===== config.mk =====
export PLATFORM = sky130hd
export DESIGN_NAME = rom_search_step
export DESIGN_NICKNAME = d
export VERILOG_FILES = /design/src/rtl/trip_pkg.sv /design/src/rtl/trip_choose.sv /design/src/rtl/trip_seq.sv /design/src/rtl/trip_out.sv /design/src/rtl/rom_search_step.sv
export SDC_FILE = /design/constraint.sdc
export NUM_CORES = 1
export LEC_CHECK = 0
export BUFFER_PORTS_ARGS = -buffer_cell sky130_fd_sc_hd__buf_4
export CAP_MARGIN = 20
export CORE_AREA = 2 2 39 41
export DETAILED_ROUTE_END_ITERATION = 12
export DIE_AREA = 0 0 41 43
export GPL_TIMING_DRIVEN = 0
export PLACE_DENSITY = 0.56
export SETUP_SLACK_MARGIN = 0.2
export SLEW_MARGIN = 40
export SYNTH_ARGS = -nofsm -noshare
export SYNTH_HDL_FRONTEND = slang
export SYNTH_SLANG_ARGS = --single-unit

===== constraint.sdc =====
create_clock -name clk -period 3.67 [get_ports clk]
set_clock_uncertainty 0.2 [all_clocks]
set_input_delay 0 -clock clk [delete_from_list [all_inputs] [get_ports clk]]
set_output_delay 0 -clock clk [all_outputs]
set_load 0.005 [all_outputs]

===== src/rtl/trip_pkg.sv =====
// Package: shared state type and result layout for the search step.
// Assumes: result width is fixed by the three fields it carries.
package trip_pkg;
    localparam int CODE_W = 3;

    typedef enum logic [1:0] {
        ST_IDLE = 2'd0,
        ST_ID   = 2'd1,
        ST_CMP  = 2'd2,
        ST_DIR  = 2'd3
    } trip_state_t;

    // Field order matters: the caller decodes bit 0 = id, 1 = cmp, 2 = dir.
    typedef struct packed {
        logic dir;
        logic cmp;
        logic id;
    } trip_code_t;
endpackage


===== src/rtl/trip_choose.sv =====
// Module: trip_choose
// Picks the branch from the two sampled bits and the preferred direction.
// Assumes: inputs are registered values; purely combinational.
module trip_choose (
    input  logic id_bit,
    input  logic cmp_bit,
    input  logic pref,
    output logic dir,
    output logic conflict
);
    // Decide direction: a lone 1 wins, otherwise fall back to preference.
    always_comb begin
        conflict = id_bit & cmp_bit;
        if (id_bit ^ cmp_bit)
            dir = id_bit;
        else
            dir = pref & ~conflict;
    end
endmodule


===== src/rtl/trip_seq.sv =====
// Module: trip_seq
// Walks the three slots of one step and drives the slot request.
// Assumes: slot_ack is a one-cycle pulse given only while slot_req is high.
module trip_seq
    import trip_pkg::*;
(
    input  logic clk,
    input  logic rst_n,
    input  logic start,
    input  logic pref_dir,
    input  logic slot_ack,
    input  logic slot_rbit,
    input  logic dir,
    output logic busy,
    output logic slot_req,
    output logic slot_wval,
    output logic id_q,
    output logic cmp_q,
    output logic pref_q,
    output logic fin_ok,
    output logic fin_err
);
    trip_state_t state;

    // State advance and sample capture.
    always_ff @(posedge clk) begin
        if (!rst_n) begin
            state  <= ST_IDLE;
            id_q   <= 1'b0;
            cmp_q  <= 1'b0;
            pref_q <= 1'b0;
        end else begin
            unique case (state)
                ST_IDLE: if (start) begin
                    pref_q <= pref_dir;
                    state  <= ST_ID;
                end
                ST_ID: if (slot_ack) begin
                    id_q  <= slot_rbit;
                    state <= ST_CMP;
                end
                ST_CMP: if (slot_ack) begin
                    cmp_q <= slot_rbit;
                    state <= (id_q & slot_rbit) ? ST_IDLE : ST_DIR;
                end
                ST_DIR: if (slot_ack) begin
                    state <= ST_IDLE;
                end
                default: state <= ST_IDLE;
            endcase
        end
    end

    // Slot request, drive value and completion strobes.
    always_comb begin
        busy      = (state != ST_IDLE);
        slot_req  = busy;
        slot_wval = (state == ST_DIR) ? dir : 1'b1;
        fin_ok    = (state == ST_DIR) & slot_ack;
        fin_err   = (state == ST_CMP) & slot_ack & id_q & slot_rbit;
    end
endmodule


===== src/rtl/trip_out.sv =====
// Module: trip_out
// Registers the status code and the done pulse.
// Assumes: fin_ok and fin_err are never high together.
module trip_out
    import trip_pkg::*;
(
    input  logic              clk,
    input  logic              rst_n,
    input  logic              fin_ok,
    input  logic              fin_err,
    input  logic              dir,
    input  logic              id_q,
    input  logic              cmp_q,
    output logic              done,
    output logic [CODE_W-1:0] result
);
    trip_code_t code_q;

    // Load the code on completion and raise done for one cycle.
    always_ff @(posedge clk) begin
        if (!rst_n) begin
            code_q <= '0;
            done   <= 1'b0;
        end else begin
            done <= fin_ok | fin_err;
            if (fin_err)
                code_q <= '{dir: 1'b0, cmp: 1'b1, id: 1'b1};
            else if (fin_ok)
                code_q <= '{dir: dir, cmp: cmp_q, id: id_q};
        end
    end

    assign result = code_q;
endmodule


===== src/rtl/rom_search_step.sv =====
// Module: rom_search_step
// One bit position of the bus identity search: read id, read complement,
// choose and write the branch. Slot timing lives in an external master.
// Assumes: start is a synchronous pulse; slot_ack follows the request rules.
module rom_search_step
    import trip_pkg::*;
(
    input  logic              clk,
    input  logic              rst_n,
    input  logic              start,
    input  logic              pref_dir,
    output logic              busy,
    output logic              done,
    output logic [CODE_W-1:0] result,
    output logic              slot_req,
    output logic              slot_wval,
    input  logic              slot_ack,
    input  logic              slot_rbit
);
    logic id_q, cmp_q, pref_q, dir, conflict, fin_ok, fin_err;
    logic unused_conflict;

    trip_seq u_seq (
        .clk(clk), .rst_n(rst_n), .start(start), .pref_dir(pref_dir),
        .slot_ack(slot_ack), .slot_rbit(slot_rbit), .dir(dir),
        .busy(busy), .slot_req(slot_req), .slot_wval(slot_wval),
        .id_q(id_q), .cmp_q(cmp_q), .pref_q(pref_q),
        .fin_ok(fin_ok), .fin_err(fin_err)
    );

    trip_choose u_choose (
        .id_bit(id_q), .cmp_bit(cmp_q), .pref(pref_q),
        .dir(dir), .conflict(conflict)
    );

    trip_out u_out (
        .clk(clk), .rst_n(rst_n), .fin_ok(fin_ok), .fin_err(fin_err),
        .dir(dir), .id_q(id_q), .cmp_q(cmp_q),
        .done(done), .result(result)
    );

    // Conflict is decided in the sequencer from the live sample.
    assign unused_conflict = conflict;
endmodule


# After elaboration in Yosys (flattened, before gate mapping)
# Index checks and enable logic that the tools add are counted.
# classes
n_reduce_logical,8
n_eq_ne,7
n_mux,10
bitwise_logic,11
# op_table
operator,n
$mux W2,7
$ne A2 B2 Y1 const B,4
$pmux W2 S4,1
$and A1 B1 Y1,7
$reduce_and A2 Y1,3
$eq A2 B2 Y1 const B,2
$reduce_and A4 Y1,1
$reduce_bool A2 Y1,2
$eq A2 B1 Y1 const B,1
$logic_not A2 Y1,1
$mux W1,2
$not A1 Y1,2
$reduce_or A2 Y1,1
$or A1 B1 Y1,1
$xor A1 B1 Y1,1
# totals
reg_bits,9
wordCells,44
output_inout_bits,7

# Depth between registers and ports, before layout
# logic_depth
depth_word,5
ltp_mapped,4
depth_no_buf,4

# Modules after synthesis
# From an unflattened synthesis, not the netlist that was laid out.
# hier_totals
cells_unflattened,46
hier_area_um2,460.4
# modules_own_cells
module,n_inst,area_each_um2,cells_per_inst
trip_seq,1,286.5,31
trip_out,1,142.6,11
trip_choose,1,31.3,4

# Worst setup path before layout
# OpenSTA, ideal clock, no wires.
# synth_path
path_type,register to register
start,reg u_seq.id_q
end,"reg u_out.code_q, in the netlist u_out.result[2]"
setup_time_ps,126
stages_incl_launch_ff,4
period_less_slack_ps,1264
setup_slack_ps,2406
arrival_time_ps,939
path_cell_list,dfxtp_1 -> ha_1 -> a22oi_1 -> a31oi_1
# synth_via
elab_chain_cells,4
word_cells_on_any_way,8
cone_classes,1 x mux; 6 x bitwise; 1 x reduce/logical
# synth_lines
item,line_no,source
"start, declared",trip_seq.sv:17,"output logic id_q,"
"start signal, assigned",trip_seq.sv:39,id_q <= slot_rbit;
$and A1 B1 Y1,trip_choose.sv:13,conflict = id_bit & cmp_bit;
$not A1 Y1,trip_choose.sv:17,dir = pref & ~conflict;
$and A1 B1 Y1,trip_choose.sv:17,
$mux W1,trip_choose.sv:14,if (id_bit ^ cmp_bit)
"end signal, assigned",trip_out.sv:27,"code_q <= '{dir: 1'b0, cmp: 1'b1, id: 1'b1};"
"end signal, assigned",trip_out.sv:29,"code_q <= '{dir: dir, cmp: cmp_q, id: id_q};"
"end, declared",trip_out.sv:17,trip_code_t code_q;
# Several ways; a longest one is shown, not always the timed one.
# A chain may end at the register's enable or synchronous reset.

# Worst setup path after layout
# layout_path
start,reg u_seq.state[0]
end,reg u_seq.pref_q
# layout_via
elab_chain_cells,2
# layout_lines
item,line_no,source
"start, declared",trip_seq.sv:23,trip_state_t state;
"start signal, assigned",trip_seq.sv:44,state <= (id_q & slot_rbit) ? ST_IDLE : ST_DIR;
$logic_not A2 Y1,trip_seq.sv:33,unique case (state)
$reduce_and A2 Y1 (no source line),-,
"end signal, assigned",trip_seq.sv:35,pref_q <= pref_dir;
"end, declared",trip_seq.sv:19,"output logic pref_q,"
# No other way between the ends.

==> summary.txt <==
Critical path
  • Worst-path fanout max: 10
  • Worst r2r path cells: 6
  • CP Cell Sequence: buf_2 -> nor3b_2 -> mux2i_1 -> dlygate4sd3_1 -> nor2_1 -> dlygate4sd3_1
  • Arrival time worst endpoint: 2340 ps
  • Crit path largest cell delay: roughly 560 ps
  • CP dominant cell by count: dlygate4sd3_1
  • Critical path's slowest cell: dlygate4sd3_1
  • WS Path Type: reg -> reg
  • CP Capture Type: register
  • Crit path launch type: register
  • Req. time, crit path: 3620 ps

Timing
  • RSZ-0062 raised after global routing: false
  • Slew Viols, Final: 0
  • Max Clock Freq: 418 MHz
  • Worst slew margin: 0.853
  • Worst Slack Setup Final: 1280 ps
  • Crit share post-route: 0.652
  • Final setup viols: 0
  • Setup TNS: 0 ps
  • Min Tclk post-route: ~2400 ps
  • Actual slew at the worst max-slew pin: 221 ps
  • Final Hold Viols: 0

GRT
  • Pin count of the biggest net entering global routing: 11
  • Vias in the first global route: roughly 420
  • Routing usage on met1: 0.173
  • Gr usage total: 0.156
  • Met3 usage: 0.0942
  • Grt peak-use layer: met2
  • Initial antenna violation count: 0
  • First-pass GRT wire length: ~1800 um
  • Total grt overflow: 0
  • Met2 Use GR: 0.225

Die
  • Die Ht: 43 um
  • # rows: 14
  • IO Count: 13
  • Starting Density: 0.316
  • Die Wd: just over 40 um
  • Core ar.: between 1000 and 1500 sq um
  • DIE AREA: about 1800 sq um

Routing
  • First-iteration detailed-routing DRC count: 10
  • DRT Wirelength: 993 um
  • Antenna Nets Post-Route: 0
  • Vias per cell: 5.05
  • Drt wl/cell: around 11 um
  • DRT Pass-1 Iters: 4
  • Drc violations: 0
  • Routed via count: 439

Final layout
  • Net count reported at finish: 79
  • Post-Layout Cell Count: 87
  • Share of layout cells above drive strength 1: 0.296
  • N_diodes: 0
  • Filler cells: 150
  • Reg area: ~180 sq um
  • Area delta synth->final: 47.7%
  • Multi-input gate area: 221 sq um

Yosys
  • Synth cell count leaders: dfxtp_1, a21oi_1, nor2_1
  • #FFs+latches synth: 9
  • Most used flip-flop cell after synthesis: dfxtp_1
  • Top cell type's share of synthesized area: 0.411
  • Post-synthesis async set-or-reset flop share: 0
  • Post-synth EDFFs: 0
  • Count leader, synth: dfxtp_1
  • Synth area leader: dfxtp_1
  • Synth area leaders: dfxtp_1, a21oi_1, buf_4, nand4b_1, o21ai_1
  • Post-Syn Area: between 400 and 500 sq um
  • Post-synth cell types: 25
  • Net Count, Synth: 55
  • Avg Inst Size Synth: 9.12 sq um
  • Gate Count Post-Synth: 48
  • Sequential cell area fraction in the yosys report: 0.411
  • Warnings, synthesis: 0

Clocking
  • CTS clk-pin slew, worst paths: 60 ps
  • Cts bufs inserted: 3
  • Root Buffer: clkbuf_4
  • Htree depth: 1
  • CTS tree: done
  • CTS max path bufs: 2
  • Num Clock Sinks: 9
  • Skew-Pair Late Insertion Delay: 260 ps

Place
  • Pre-CTS setup slack: 2320 ps
  • Detail Placement HPWL: ~660 um
  • Cells after DPL: between 70 and 80
  • Buffers on Ports: 11
  • Routability cong.: approximately 0.76

Outcome
  • Status: completed

Worst hold path
  • Worst hold path depth: 2
  • Hold Path Class: reg -> reg

Flow run
  • Max-Cap Viols: 0

Pwr
  • Peak VDD IR: 0.252 mV
  • PwrDens: 355 nW/um^2
  • Leak: 0.277 nW
## state kept, by name (all words and copies together), names as in the netlist
signal        cells
u_seq.state       2
u_out.done        1
u_out.result      3
u_seq.cmp_q       1
u_seq.id_q        1
u_seq.pref_q      1
## power by group
part	switching (W)	leakage, nW	internal [W]	total, W
registers	0.00000380	0.0732	0.000102	0.000106
logic	0.0000203	0.189	0.0000278	0.0000481
clock network	0.0000340	0.0150	0.0000419	0.0000759
total	0.0000582	0.277	0.000172	0.000230
## final cells by class
class                      instances  area share
sequential                         9       0.279
buffer                             4      0.0426
timing repair buffer              19       0.251
multi-input combinational         33       0.342
inverter                           2      0.0135
tap                               16      0.0309
clock buffer                       4      0.0406
## layout by cell type, fill, tap and decap left out
cell / instances
a21oi_1: 5
a221o_1: 1
a22oi_1: 1
a2bb2oi_1: 1
a31oi_1: 1
and2_1: 1
and4b_1: 1
buf_2: 1
buf_4: 14
clkbuf_1: 1
clkbuf_4: 3
clkinv_2: 1
dfxtp_1: 9
dlygate4sd3_1: 8
ha_1: 1
inv_1: 1
mux2i_1: 1
nand2_1: 3
nand3_2: 1
nand4b_1: 2
nor2_1: 4
nor2b_1: 1
nor3_1: 2
nor3b_2: 1
o21ai_1: 3
o221a_1: 1
o311a_1: 1
or2_1: 1
## final timing paths
kind,startpoint,endpoint,slack [ps]
min,u_out.result[0],u_out.result[0],300
min reg2reg,u_out.result[0],u_out.result[0],300
max reg2reg,u_seq.state[0],u_seq.pref_q,1280
max,u_seq.state[0],u_seq.pref_q,1280
## worst max-delay path, delay by kind of cell, from the launching register on
kind	cells	cell delay, ps
buf+inv	3	1320
flops	1	350
simple gates	2	220
mux	1	190
## per-layer routing
layer	up-vias	wire length, um
li1	222	-
met1	202	417
met4	0	14
met2	13	494
met3	2	66
met5	-	0
## logic make-up (layout without fill, tap and decap cells)
logic type	Yosys count	after routing	synth area share
flops	9	9	0.411
fa+ha+maj	1	1	0.0286
buf+inv	6	29	0.0828
simple gates	17	17	0.240
mux	1	1	0.0229
compound gates	14	14	0.214
## repair_timing
action / CTS / global route
gates resized for setup: 0 / 0
hold buffers: 8 / 0
setup buffers: 0 / 0
hold endpoints to repair: 9 / 0
## metrics by stage
step / hold WS, ps / cell area [sq um] / util / power (W)
2_1_floorplan: -58.1 / 438 / - / 0.000131
3_3_place_gp: 41.4 / 541 / 0.391 / 0.000147
3_5_place_dp: 60.4 / 541 / 0.391 / 0.000147
4_1_cts: 304 / 647 / 0.467 / 0.000232
5_1_grt: 345 / 647 / 0.467 / 0.000248
6_report: 295 / 647 / 0.467 / 0.000230
(Power assumes the default switching activity.)
